==> src/rtl/rxq_pkg.sv <==
package rxq_pkg;
  typedef logic [7:0] cnt_t;

  // Next occupancy from the accepted push and pop of this cycle.
  function automatic cnt_t cnt_step(cnt_t c, logic inc, logic dec);
    case ({inc, dec})
      2'b10:   return c + 8'd1;
      2'b01:   return c - 8'd1;
      default: return c;
    endcase
  endfunction

  // Pointer advance with wrap at an arbitrary depth.
  function automatic int unsigned ptr_adv(int unsigned p, int unsigned depth);
    return (p == depth - 1) ? 0 : p + 1;
  endfunction

  function automatic logic level_met(cnt_t c, cnt_t wm);
    return c >= wm;
  endfunction
endpackage

==> src/rtl/rxq_store.sv <==
module rxq_store #(
  parameter int DEPTH = 8,
  parameter int DW    = 8
) (
  input  logic          clk,
  input  logic          rst_n,
  input  logic          wr_en,
  input  logic [DW-1:0] wr_data,
  input  logic          rd_en,
  output logic [DW-1:0] rd_data
);
  import rxq_pkg::*;
  localparam int PW = (DEPTH > 1) ? $clog2(DEPTH) : 1;

  logic [DW-1:0] mem [DEPTH];
  logic [PW-1:0] wptr, rptr;

  always_ff @(posedge clk) begin
    if (wr_en) mem[wptr] <= wr_data;
  end

  always_ff @(posedge clk or negedge rst_n) begin
    if (!rst_n) begin
      wptr    <= '0;
      rptr    <= '0;
      rd_data <= '0;
    end else begin
      if (wr_en) wptr <= PW'(ptr_adv(int'(wptr), DEPTH));
      if (rd_en) begin
        rd_data <= mem[rptr];
        rptr    <= PW'(ptr_adv(int'(rptr), DEPTH));
      end
    end
  end

  p_ptr_range_r3: assert property (@(posedge clk) disable iff (!rst_n)
    (int'(wptr) < DEPTH) && (int'(rptr) < DEPTH));
endmodule

==> src/rtl/rxq_counter.sv <==
module rxq_counter #(
  parameter int DEPTH = 8
) (
  input  logic           clk,
  input  logic           rst_n,
  input  logic           push,
  input  logic           pop,
  input  logic           ovr_clr,
  output rxq_pkg::cnt_t  count,
  output logic           push_ok,
  output logic           pop_ok,
  output logic           overrun
);
  import rxq_pkg::*;
  localparam cnt_t CAP = cnt_t'(DEPTH);

  logic full, empty, drop_evt;

  assign full     = (count == CAP);
  assign empty    = (count == '0);
  assign pop_ok   = pop && !empty;
  assign push_ok  = push && (!full || pop_ok);
  assign drop_evt = push && !push_ok;

  always_ff @(posedge clk or negedge rst_n) begin
    if (!rst_n) begin
      count   <= '0;
      overrun <= 1'b0;
    end else begin
      count <= cnt_step(count, push_ok, pop_ok);
      if (drop_evt)     overrun <= 1'b1;
      else if (ovr_clr) overrun <= 1'b0;
    end
  end

  p_count_cap_r2: assert property (@(posedge clk) disable iff (!rst_n)
    count <= CAP);
  p_pair_hold_r4: assert property (@(posedge clk) disable iff (!rst_n)
    (push && pop && !empty) |=> $stable(count));
  p_drop_sticky_r5: assert property (@(posedge clk) disable iff (!rst_n)
    (push && full && !pop) |=> overrun);
  p_empty_pop_r6: assert property (@(posedge clk) disable iff (!rst_n)
    (pop && !push && empty) |=> (count == '0));
endmodule

==> src/rtl/rxq_steer.sv <==
module rxq_steer (
  input  logic          clk,
  input  logic          rst_n,
  input  rxq_pkg::cnt_t count,
  input  rxq_pkg::cnt_t watermark,
  input  logic          dma_sel,
  input  logic          irq_en,
  output logic          irq_req,
  output logic          dma_req
);
  import rxq_pkg::*;
  logic hit;

  assign hit     = level_met(count, watermark);
  assign dma_req = hit && dma_sel;
  assign irq_req = hit && !dma_sel && irq_en;

  p_one_line_r7: assert property (@(posedge clk) disable iff (!rst_n)
    !(irq_req && dma_req));
  p_irq_gate_r8: assert property (@(posedge clk) disable iff (!rst_n)
    irq_req |-> (irq_en && !dma_sel));
endmodule

==> src/rtl/rx_water_fifo.sv <==
module rx_water_fifo #(
  parameter int DEPTH = 8
) (
  input  logic       clk,
  input  logic       rst_n,
  input  logic       push_vld,
  input  logic [7:0] push_data,
  input  logic       pop,
  output logic [7:0] pop_data,
  output logic [7:0] rx_count,
  input  logic [7:0] watermark,
  input  logic       dma_sel,
  input  logic       rx_irq_en,
  input  logic       ovr_clr,
  output logic       overrun,
  output logic       irq_req,
  output logic       dma_req
);
  import rxq_pkg::*;

  logic push_ok, pop_ok;
  cnt_t count;

  rxq_counter #(.DEPTH(DEPTH)) u_cnt (
    .clk(clk), .rst_n(rst_n), .push(push_vld), .pop(pop), .ovr_clr(ovr_clr),
    .count(count), .push_ok(push_ok), .pop_ok(pop_ok), .overrun(overrun)
  );

  rxq_store #(.DEPTH(DEPTH), .DW(8)) u_mem (
    .clk(clk), .rst_n(rst_n), .wr_en(push_ok), .wr_data(push_data),
    .rd_en(pop_ok), .rd_data(pop_data)
  );

  rxq_steer u_req (
    .clk(clk), .rst_n(rst_n), .count(count), .watermark(watermark),
    .dma_sel(dma_sel), .irq_en(rx_irq_en), .irq_req(irq_req), .dma_req(dma_req)
  );

  assign rx_count = count;

  p_req_drop_r9: assert property (@(posedge clk) disable iff (!rst_n)
    (rx_count < watermark) |-> !(irq_req || dma_req));
  p_hold_data_r6: assert property (@(posedge clk) disable iff (!rst_n)
    !pop_ok |=> $stable(pop_data));
endmodule

==> config.mk <==
export PLATFORM = sky130hd
export DESIGN_NAME = rx_water_fifo
export DESIGN_NICKNAME = d
export VERILOG_FILES = /design/src/rtl/rxq_pkg.sv /design/src/rtl/rxq_store.sv /design/src/rtl/rxq_counter.sv /design/src/rtl/rxq_steer.sv /design/src/rtl/rx_water_fifo.sv
export SDC_FILE = /design/constraint.sdc
export NUM_CORES = 1
export LEC_CHECK = 0
export BUFFER_PORTS_ARGS = -buffer_cell sky130_fd_sc_hd__buf_2
export CAP_MARGIN = 20
export CORE_ASPECT_RATIO = 1.1
export CORE_MARGIN = 2
export CORE_UTILIZATION = 44
export CTS_BUF_LIST = sky130_fd_sc_hd__clkbuf_2
export DETAILED_ROUTE_END_ITERATION = 8
export HOLD_SLACK_MARGIN = 0.12
export SLEW_MARGIN = 20
export SYNTH_ARGS = -nofsm -noshare
export SYNTH_HDL_FRONTEND = slang
export SYNTH_SLANG_ARGS = --single-unit
==> constraint.sdc <==
create_clock -name clk -period 3.5 [get_ports clk]
set_input_delay 0.7 -clock clk [delete_from_list [all_inputs] [get_ports clk]]
set_output_delay 0.7 -clock clk [all_outputs]
set_load 0.005 [all_outputs]
==> results.md, run 1 <==
- GP Congestion: between 0.8 and 0.9
- Clock latency at the later pin of the worst-skew pair: ~0.53 ns
- Least-Margin Pin Slew: 0.9048 ns
- Cells after Synth: approximately 250
- Critical path startpoint category: register
- Final hold violation count: 0
- Leak: 1.747 nW
- I/O pin count: 42
- Tot GR Track Use: 15.92%
- # port buffers: 41
- Mapped Nets: 293
- Final min period: 3.148 ns
- Clock Skew: ~0.022 ns
- Max frequency: 317.6 MHz
- Synth warnings: 0
- Starting utilization of the core area: 44.59%
- Detailed-route via count: 2181
- CP delay by family, top: simple AND/OR/NAND/NOR gates
- Fin worst setup slack: 0.3517 ns
- Post-DP HPWL: between 4 and 5 mm
- Relative slew slack: 39.22%
- Critical path's slowest cell: or4_4
- Drt wl/cell: around 17 um
- Average cell area after synthesis: 15.52 um2
- Vias in the first global route: around 2.1k
- Clock buffer count from CTS: 9
- Largest net degree at the start of global routing: 24
- Worst hold path type: input port to register
- Die X: between 90 and 100 um
- Syn-to-layout area delta: 12.91%
- Drt via density: 5.156
- CTS resizes: 0
- DIE HEIGHT: 102.7 um
- PD cells: 723.9 nW/um2
- Buf/Inv on CP: 1
- Post-synthesis sequential area ratio: 64.10%
- Share of cells above drive strength 1: roughly 27%
- H-tree levels: 3
- Data required, critical path: 4.00 ns
- Clk root buf: clkbuf_2
- Post-CTS Setup Inserts: 0
- Total gr overflow: 0
- Crit-path cells: or4_4 > o31ai_2 > or2_1 > inv_1 > ha_1 > nor2b_1 > o31a_1 > or4_1 > nand3_1 > mux2_1
- Number of synthesized flops with an enable pin: 64
- Final wirelength: approximately 7.1 mm
- Diodes inserted: 0
- Ys async rst share: 26.44%
- Synth Register Bits: 87
- WHS: about 0.33 ns
- Number of distinct library cells after synthesis: 42
- Max-cap viol count: 0
- Die area: 9625 um2
- # DRC: 0
- Sink Count: 87
- Post-Place Cells: 406
- Clock Pin Slew Worst Setup and Hold Paths: 0.24 ns
- Max clock buf depth: 2
- TritonCTS clock tree: built
- RSZ-0062 raised after global routing: false
- Slew Viols, Final: 0
- Mapped Area: between 3000 and 4000 um2
- Finished Layout Cells: 423
- Max VDD drop: 302.5 uV
- Hold_buf cts: 1
- CP Data Arrival Time: 3.65 ns
- Main synth FF type: edfxtp_1
- First-pass GRT wire length: 11.24 mm
- Drt first pass iters: 4
- ANT nets after route: 0
- Num rows: 36
- Kind of critical path: register to register
- Critical path's largest stage delay: 0.54 ns
- Max Fanout on Critical Path: 6
- Crit. End Element: register
- Worst slack, placed: about 0.39 ns
- Iteration-0 DRC count of the detailed router: 135
- Final period util: about nine tenths
- Initial antenna violation count: 0
- Count of final setup violators: 0
- Outcome: complete, no violations
- Core Area: between 8000 and 9000 um2
- Nets@finish: 346
- Setup TNS: 0 ns
[registers in the layout (all words and copies together), names as in the netlist]
register and count:
u_cnt.count 8, u_cnt.overrun 1, u_mem.mem 64, u_mem.rd_data 8, u_mem.rptr 3, u_mem.wptr 3
[worst reg2reg max path: cells and delay by family (launching register included)]
kind / cells / cell delay [ns]
AOI/OAI and AO/OA: 2 / 0.52
DFF: 1 / 0.50
and+or+nand+nor: 5 / 1.44
muxes: 1 / 0.12
adders and majority gates: 1 / 0.36
buffers and inverters: 1 / 0.17
[through the flow]
step	utilization, %	cell area (um2)	total power, mW
2_1_floorplan	-	3896	2.302
3_3_place_gp	48.83	4267	2.671
3_5_place_dp	48.83	4267	2.696
4_1_cts	50.34	4399	3.231
5_1_grt	50.34	4399	3.423
6_report	50.34	4399	3.184
[final timing paths]
check / start / to / slack [ns] / cells past startpoint
min reg2reg: u_mem.rd_data[2] / u_mem.rd_data[2] / 0.51 / 2
max: u_cnt.count[6] / u_cnt.count[6] / 0.35 / 10
max reg2reg: u_cnt.count[6] / u_cnt.count[6] / 0.35 / 10
min: ovr_clr / u_cnt.overrun / 0.33 / 2
min in group asynchronous: rst_n / u_mem.rd_data[2] / 0.63 / 2
max in group asynchronous: rst_n / u_mem.wptr[2] / 2.50 / 2
[cell usage in the layout, fill, tap and decap left out, types with 2 or more instances in the layout]
cell,synthesis,layout
mux2_1,6,6
nor3_1,6,6
nand2_1,15,15
clkinv_4,0,2
mux4_2,16,16
inv_6,0,3
inv_1,14,14
o21ai_0,10,10
o21ai_1,4,4
nand2b_1,4,4
xnor2_1,4,4
o31a_1,2,2
clkbuf_2,0,9
nand3_1,5,5
edfxtp_1,64,64
buf_2,3,41
nor2b_1,2,2
a21oi_1,7,7
nor2_1,7,7
nand3b_1,2,2
dfrtp_1,23,23
a21o_1,5,5
ha_1,18,18
mux2i_1,11,11
buf_4,1,8
[power by group]
part           leakage [nW]  total, mW  internal (mW)  switching, mW
Sequential            0.857       1.55           1.33          0.222
Clock                0.0749      0.536          0.174          0.362
Combinational         0.815       1.10          0.567          0.529
Total                  1.75       3.18           2.07           1.11
[cell usage after synthesis, types with 2 or more instances]
cell type | number | share of area, %
xnor2_1 | 4 | 0.90
mux2i_1 | 11 | 2.8
nor2_1 | 7 | 0.67
nor2b_1 | 2 | 0.32
dfrtp_1 | 23 | 15
mux4_2 | 16 | 9.2
nand3_1 | 5 | 0.64
buf_2 | 3 | 0.39
ha_1 | 18 | 5.8
o21ai_0 | 10 | 1.3
inv_1 | 14 | 1.3
mux2_1 | 6 | 1.7
nor3_1 | 6 | 0.77
nand2b_1 | 4 | 0.64
edfxtp_1 | 64 | 49
o31a_1 | 2 | 0.45
nand3b_1 | 2 | 0.39
clkbuf_1 | 3 | 0.29
o21ai_1 | 4 | 0.51
a21oi_1 | 7 | 0.90
a21o_1 | 5 | 0.96
nand2_1 | 15 | 1.4
[cell families after synthesis]
kind of cell               share of synthesized area, %
AOI/OAI and AO/OA                                 5.395
adders and majority gates                         6.294
DFF                                               64.10
buffers and inverters                             2.312
and+or+nand+nor                                   6.680
xor gates and xnor gates                          1.124
muxes                                             14.10
[layout make-up]
| class | count | area [um2] |
|---|---|---|
| Clock inverter | 7 | 77.57 |
| Multi-Input combinational cell | 142 | 1309 |
| Inverter | 14 | 52.55 |
| Timing Repair Buffer | 50 | 275.3 |
| Tap cell | 114 | 142.6 |
| Fill cell | 785 | 4339 |
| Clock buffer | 9 | 45.04 |
| Sequential cell | 87 | 2497 |
[metal layers]
metal	wire length [um]	part of all wire, %	up-vias	GRT usage (%)
li1	-	-	1073	-
met1	3502	49	1055	23.13
met2	3220	45	43	23.63
met4	106	1.5	0	5.686
met5	0	0	-	0
met3	292	4.1	10	3.874
No activity file was read; power rests on OpenSTA's default activity.
==> run 2: changes to the inputs <==
Settings changed: SYNTH_HIERARCHICAL set to 1.
==> run 2 against run 1 <==
Synthesized cell count rose by 16%. Sequential share of layout area fell by 0.78 points. Critical path type unchanged. Sequential power is 5% higher. Global-route usage is 0.84 points higher. Setup slack better by 0.094 ns. Routed wire length rose by 9.2%. Combinational power rose by 7%. Core utilization is 0.30 points lower.
==> results.md, run 2 <==
- Mapped Area: 4048 um2 (+3.9%)
- Reg2reg start: u_cnt/count[4]
- Largest register by flop count: u_mem/mem
- Worst hold path type: input port to register
- Data required, critical path: 3.95 ns (-0.05 ns)
- ANT nets after route: 0 (unchanged)
- Share of cells above drive strength 1: 22.61% (-4.6 points)
- Top cell type by total area after synthesis: edfxtp_1
- Relative slew slack: 33.22% (-6.0 points)
- First-pass GRT wire length: 12.42 mm (+10%)
- FF-to-FF setup slack: 0.45 ns (+0.09 ns)
- Kind of critical path: register to register
- Cells after Synth: 290 (+16%)
- Final min period: 3.054 ns (-0.09424 ns)
- H-tree levels: 3 (unchanged)
- Max FFs per register: 64 (unchanged)
- Num rows: 36 (unchanged)
- Number of synthesized flops with an enable pin: 64 (unchanged)
- Least-Margin Pin Slew: 1.002 ns (+0.09682 ns)
- Register area: 2499 um2 (about the same)
- Max-cap viol count: 0 (unchanged)
- Synth Area in Compound Gates: 7.759% (+2.4 points)
- Final wirelength: 7.778 mm (+9.2%)
- Drt via density: 5.288 (+2.6%)
- Hold Crit Endpoint: u_cnt/overrun
- Commonest non-fill, non-tap cell in the layout: edfxtp_1
- R2R depth: 10 (unchanged)
- Synth Area in Adders: 6.059% (-0.24 points)
- Buf/Inv on CP: 1 (unchanged)
- Average cell area after synthesis: 13.96 um2 (-10%)
- Ys async rst share: 26.44% (unchanged)
- Tot GR Track Use: 16.76% (+0.84 points)
- Die area: 9984 um2 (+3.7%)
- # DRC: 0 (unchanged)
- Core Area: 8919 um2 (+2.1%)
- Synth top cells by count: edfxtp_1 (64), mux2i_1 (33), dfrtp_1 (23), ha_1 (18), nand3_1 (18)
- Critical path's largest stage delay: 0.59 ns (+0.05 ns)
- Fillers: 796 (+1.4%)
- Largest net degree at the start of global routing: 36 (+50%)
- Mapped Nets: 332 (+13%)
- Max clock buf depth: 2 (unchanged)
- Worst slack, placed: 0.4881 ns (+0.09955 ns)
- Clock Skew: 0.03209 ns (+0.01023 ns)
- Hold_buf cts: 1 (unchanged)
- I/O pin count: 42 (unchanged)
- Hold depth: 2 (unchanged)
- Post-CTS Setup Inserts: 0 (unchanged)
- Drt wl/cell: 16.95 um (+0.65%)
- Post-DP HPWL: 5.283 mm (+10%)
- Beginning of the worst hold path: ovr_clr
- Main synth FF type: edfxtp_1
- Max Fanout on Critical Path: 7 (+1)
- Clk root buf: clkbuf_2
- Die X: 95.45 um (+1.8%)
- Critical path startpoint category: register
- Commonest cells after routing, fill and taps aside: edfxtp_1 (64), buf_2 (41), mux2i_1 (33)
- Syn-to-layout area delta: 10.26%
- CP delay by family, top: simple AND/OR/NAND/NOR gates
- Vias in the first global route: 2453 (+15%)
- Synth Register Bits: 87 (unchanged)
- Leak: 1.835 nW (+5.0%)
- Slew Viols, Final: 0 (unchanged)
- Simple-Gate Fraction of Synth Area: 9.490% (+2.8 points)
- Final hold violation count: 0 (unchanged)
- RSZ-0062 raised after global routing: false
- TritonCTS clock tree: built
- Final period util: 87.26% (-2.7 points)
- Post-synthesis sequential area ratio: 61.70% (-2.4 points)
- Sink Count: 87 (unchanged)
- Xor and xnor fraction of the mapped netlist area: 1.267% (+0.14 points)
- CTS resizes: 0 (unchanged)
- Main combinational cell family by area after synthesis: multiplexers
- Max frequency: 327.4 MHz (+3.1%)
- Setup TNS: 0 ns (unchanged)
- Largest regs: u_mem/mem: 64 flops, u_cnt/count: 8 flops, u_mem/rd_data: 8 flops
- Outcome: complete, no violations
- DIE HEIGHT: 104.6 um (+1.9%)
- Clock buffer count from CTS: 9 (unchanged)
- R2R Path End: u_cnt/count[6]
- Multiplexer share of the synthesized area: 9.830% (-4.3 points)
- Top-count cell post-synth: edfxtp_1
- Number of distinct library cells after synthesis: 49 (+17%)
- Clock latency at the later pin of the worst-skew pair: 0.52 ns (about the same)
- Initial antenna violation count: 0 (unchanged)
- Fin worst setup slack: 0.4460 ns (+0.09424 ns)
- Critical path's slowest cell: or4_4
- Synth warnings: 6 (+6)
- Count of final setup violators: 0 (unchanged)
- Iteration-0 DRC count of the detailed router: 63 (-53%)
- Crit. End Element: register
- Max VDD drop: 259.8 uV (-14%)
- Top cell type's share of synthesized area: 47.48% (-1.8 points)
- Total gr overflow: 0 (unchanged)
- Dominant cells by area after synthesis: edfxtp_1 (47%), dfrtp_1 (14%), mux2i_1 (8.2%)
- Detailed-route via count: 2427 (+11%)
- GP Congestion: 0.8323 (-3.9%)
- Clock Pin Slew Worst Setup and Hold Paths: 0.24 ns (about the same)
- Nets@finish: 382 (+10%)
- Drt first pass iters: 4 (unchanged)
- Crit-path cells: or4_4 > nor3_2 > or3_4 > inv_2 > ha_1 > nor2b_1 > o31a_1 > o21a_1 > or3_1 > a31o_1
- Starting utilization of the core area: 45.38% (+0.80 points)
- # port buffers: 41 (unchanged)
- PD cells: 724.5 nW/um2 (about the same)
- Area of the multi-input gates: 1393 um2 (+6.4%)
- Diodes inserted: 0 (unchanged)
- CP Data Arrival Time: 3.50 ns (-0.15 ns)
-- run 2: changes by cell type after synthesis, sizes merged, moves of 10 or more --
cell,previous run,this run
mux2i,11,33
mux4,16,0
nand3,5,18
nand2,16,6
nor2b,2,12
-- run 2: kinds of logic (layout without fill, tap and decap cells) --
family | count (synthesis) | count (layout)
AND/OR/NAND/NOR | 69 | 69
flip-flops | 87 | 87
XOR/XNOR | 5 | 5
buffers and inverters | 27 | 82
multiplexers | 39 | 39
AO/OA/AOI/OAI | 44 | 44
adder cells (fa/ha/maj) | 19 | 19
-- run 2: through the flow --
step           util (%)  power, mW  std cells  area, um2  hold slack, ns
2_1_floorplan         -      2.476        290       4048          0.4044
3_3_place_gp      48.88      2.821        442       4359          0.5051
3_5_place_dp      48.88      2.838        442       4359          0.5124
4_1_cts           50.04      3.274        459       4463          0.2743
5_1_grt           50.04      3.482        459       4463          0.2704
6_report          50.04      3.233        459       4463          0.3297
-- run 2: per-layer routing --
| metal | GRT usage [%] | up-vias | part of all wire [%] |
|---|---|---|---|
| li1 | - | 1194 | - |
| met1 | 20.83 | 1181 | 43 |
| met2 | 28.42 | 42 | 53 |
| met3 | 3.317 | 10 | 3.1 |
| met4 | 6.531 | 0 | 1.3 |
| met5 | 0 | - | 0 |
-- run 2: cell type report --
class | count | area share (%)
multi-input combinational | 176 | 31.20
clock inverter | 7 | 1.093
inverter | 16 | 1.346
clock buffer | 9 | 1.009
timing repair buffer | 50 | 6.168
tap | 114 | 3.196
sequential | 87 | 55.99
-- run 2: worst reg2reg max path, delay by kind of cell (launching register included) --
family | cells | cell delay, ns
compound gates | 3 | 0.66
fa+ha+maj | 1 | 0.34
buf+inv | 1 | 0.08
flops | 1 | 0.49
simple gates | 5 | 1.44
-- run 2: report_power, final --
part	switching [mW]	leakage, nW	total (mW)	internal (mW)
combinational	0.603	0.930	1.18	0.582
clock	0.337	0.0520	0.430	0.0928
sequential	0.269	0.853	1.62	1.35
-- run 2: how the worst max path moves through the flow --
| stage | startpoint | endpoint | slack (ns) | cells after the start |
|---|---|---|---|---|
| after global placement | u_cnt/count[4] | u_cnt/count[6] | 0.56 | 10 |
| after CTS | u_cnt/count[4] | u_cnt/count[6] | 0.45 | 10 |
| after detailed placement | u_cnt/count[4] | u_cnt/count[6] | 0.49 | 10 |
| final | u_cnt/count[4] | u_cnt/count[6] | 0.45 | 10 |
| after global routing | u_cnt/count[4] | u_cnt/count[6] | 0.31 | 10 |
| after floorplan | u_cnt/count[4] | u_cnt/count[6] | 0.65 | 10 |
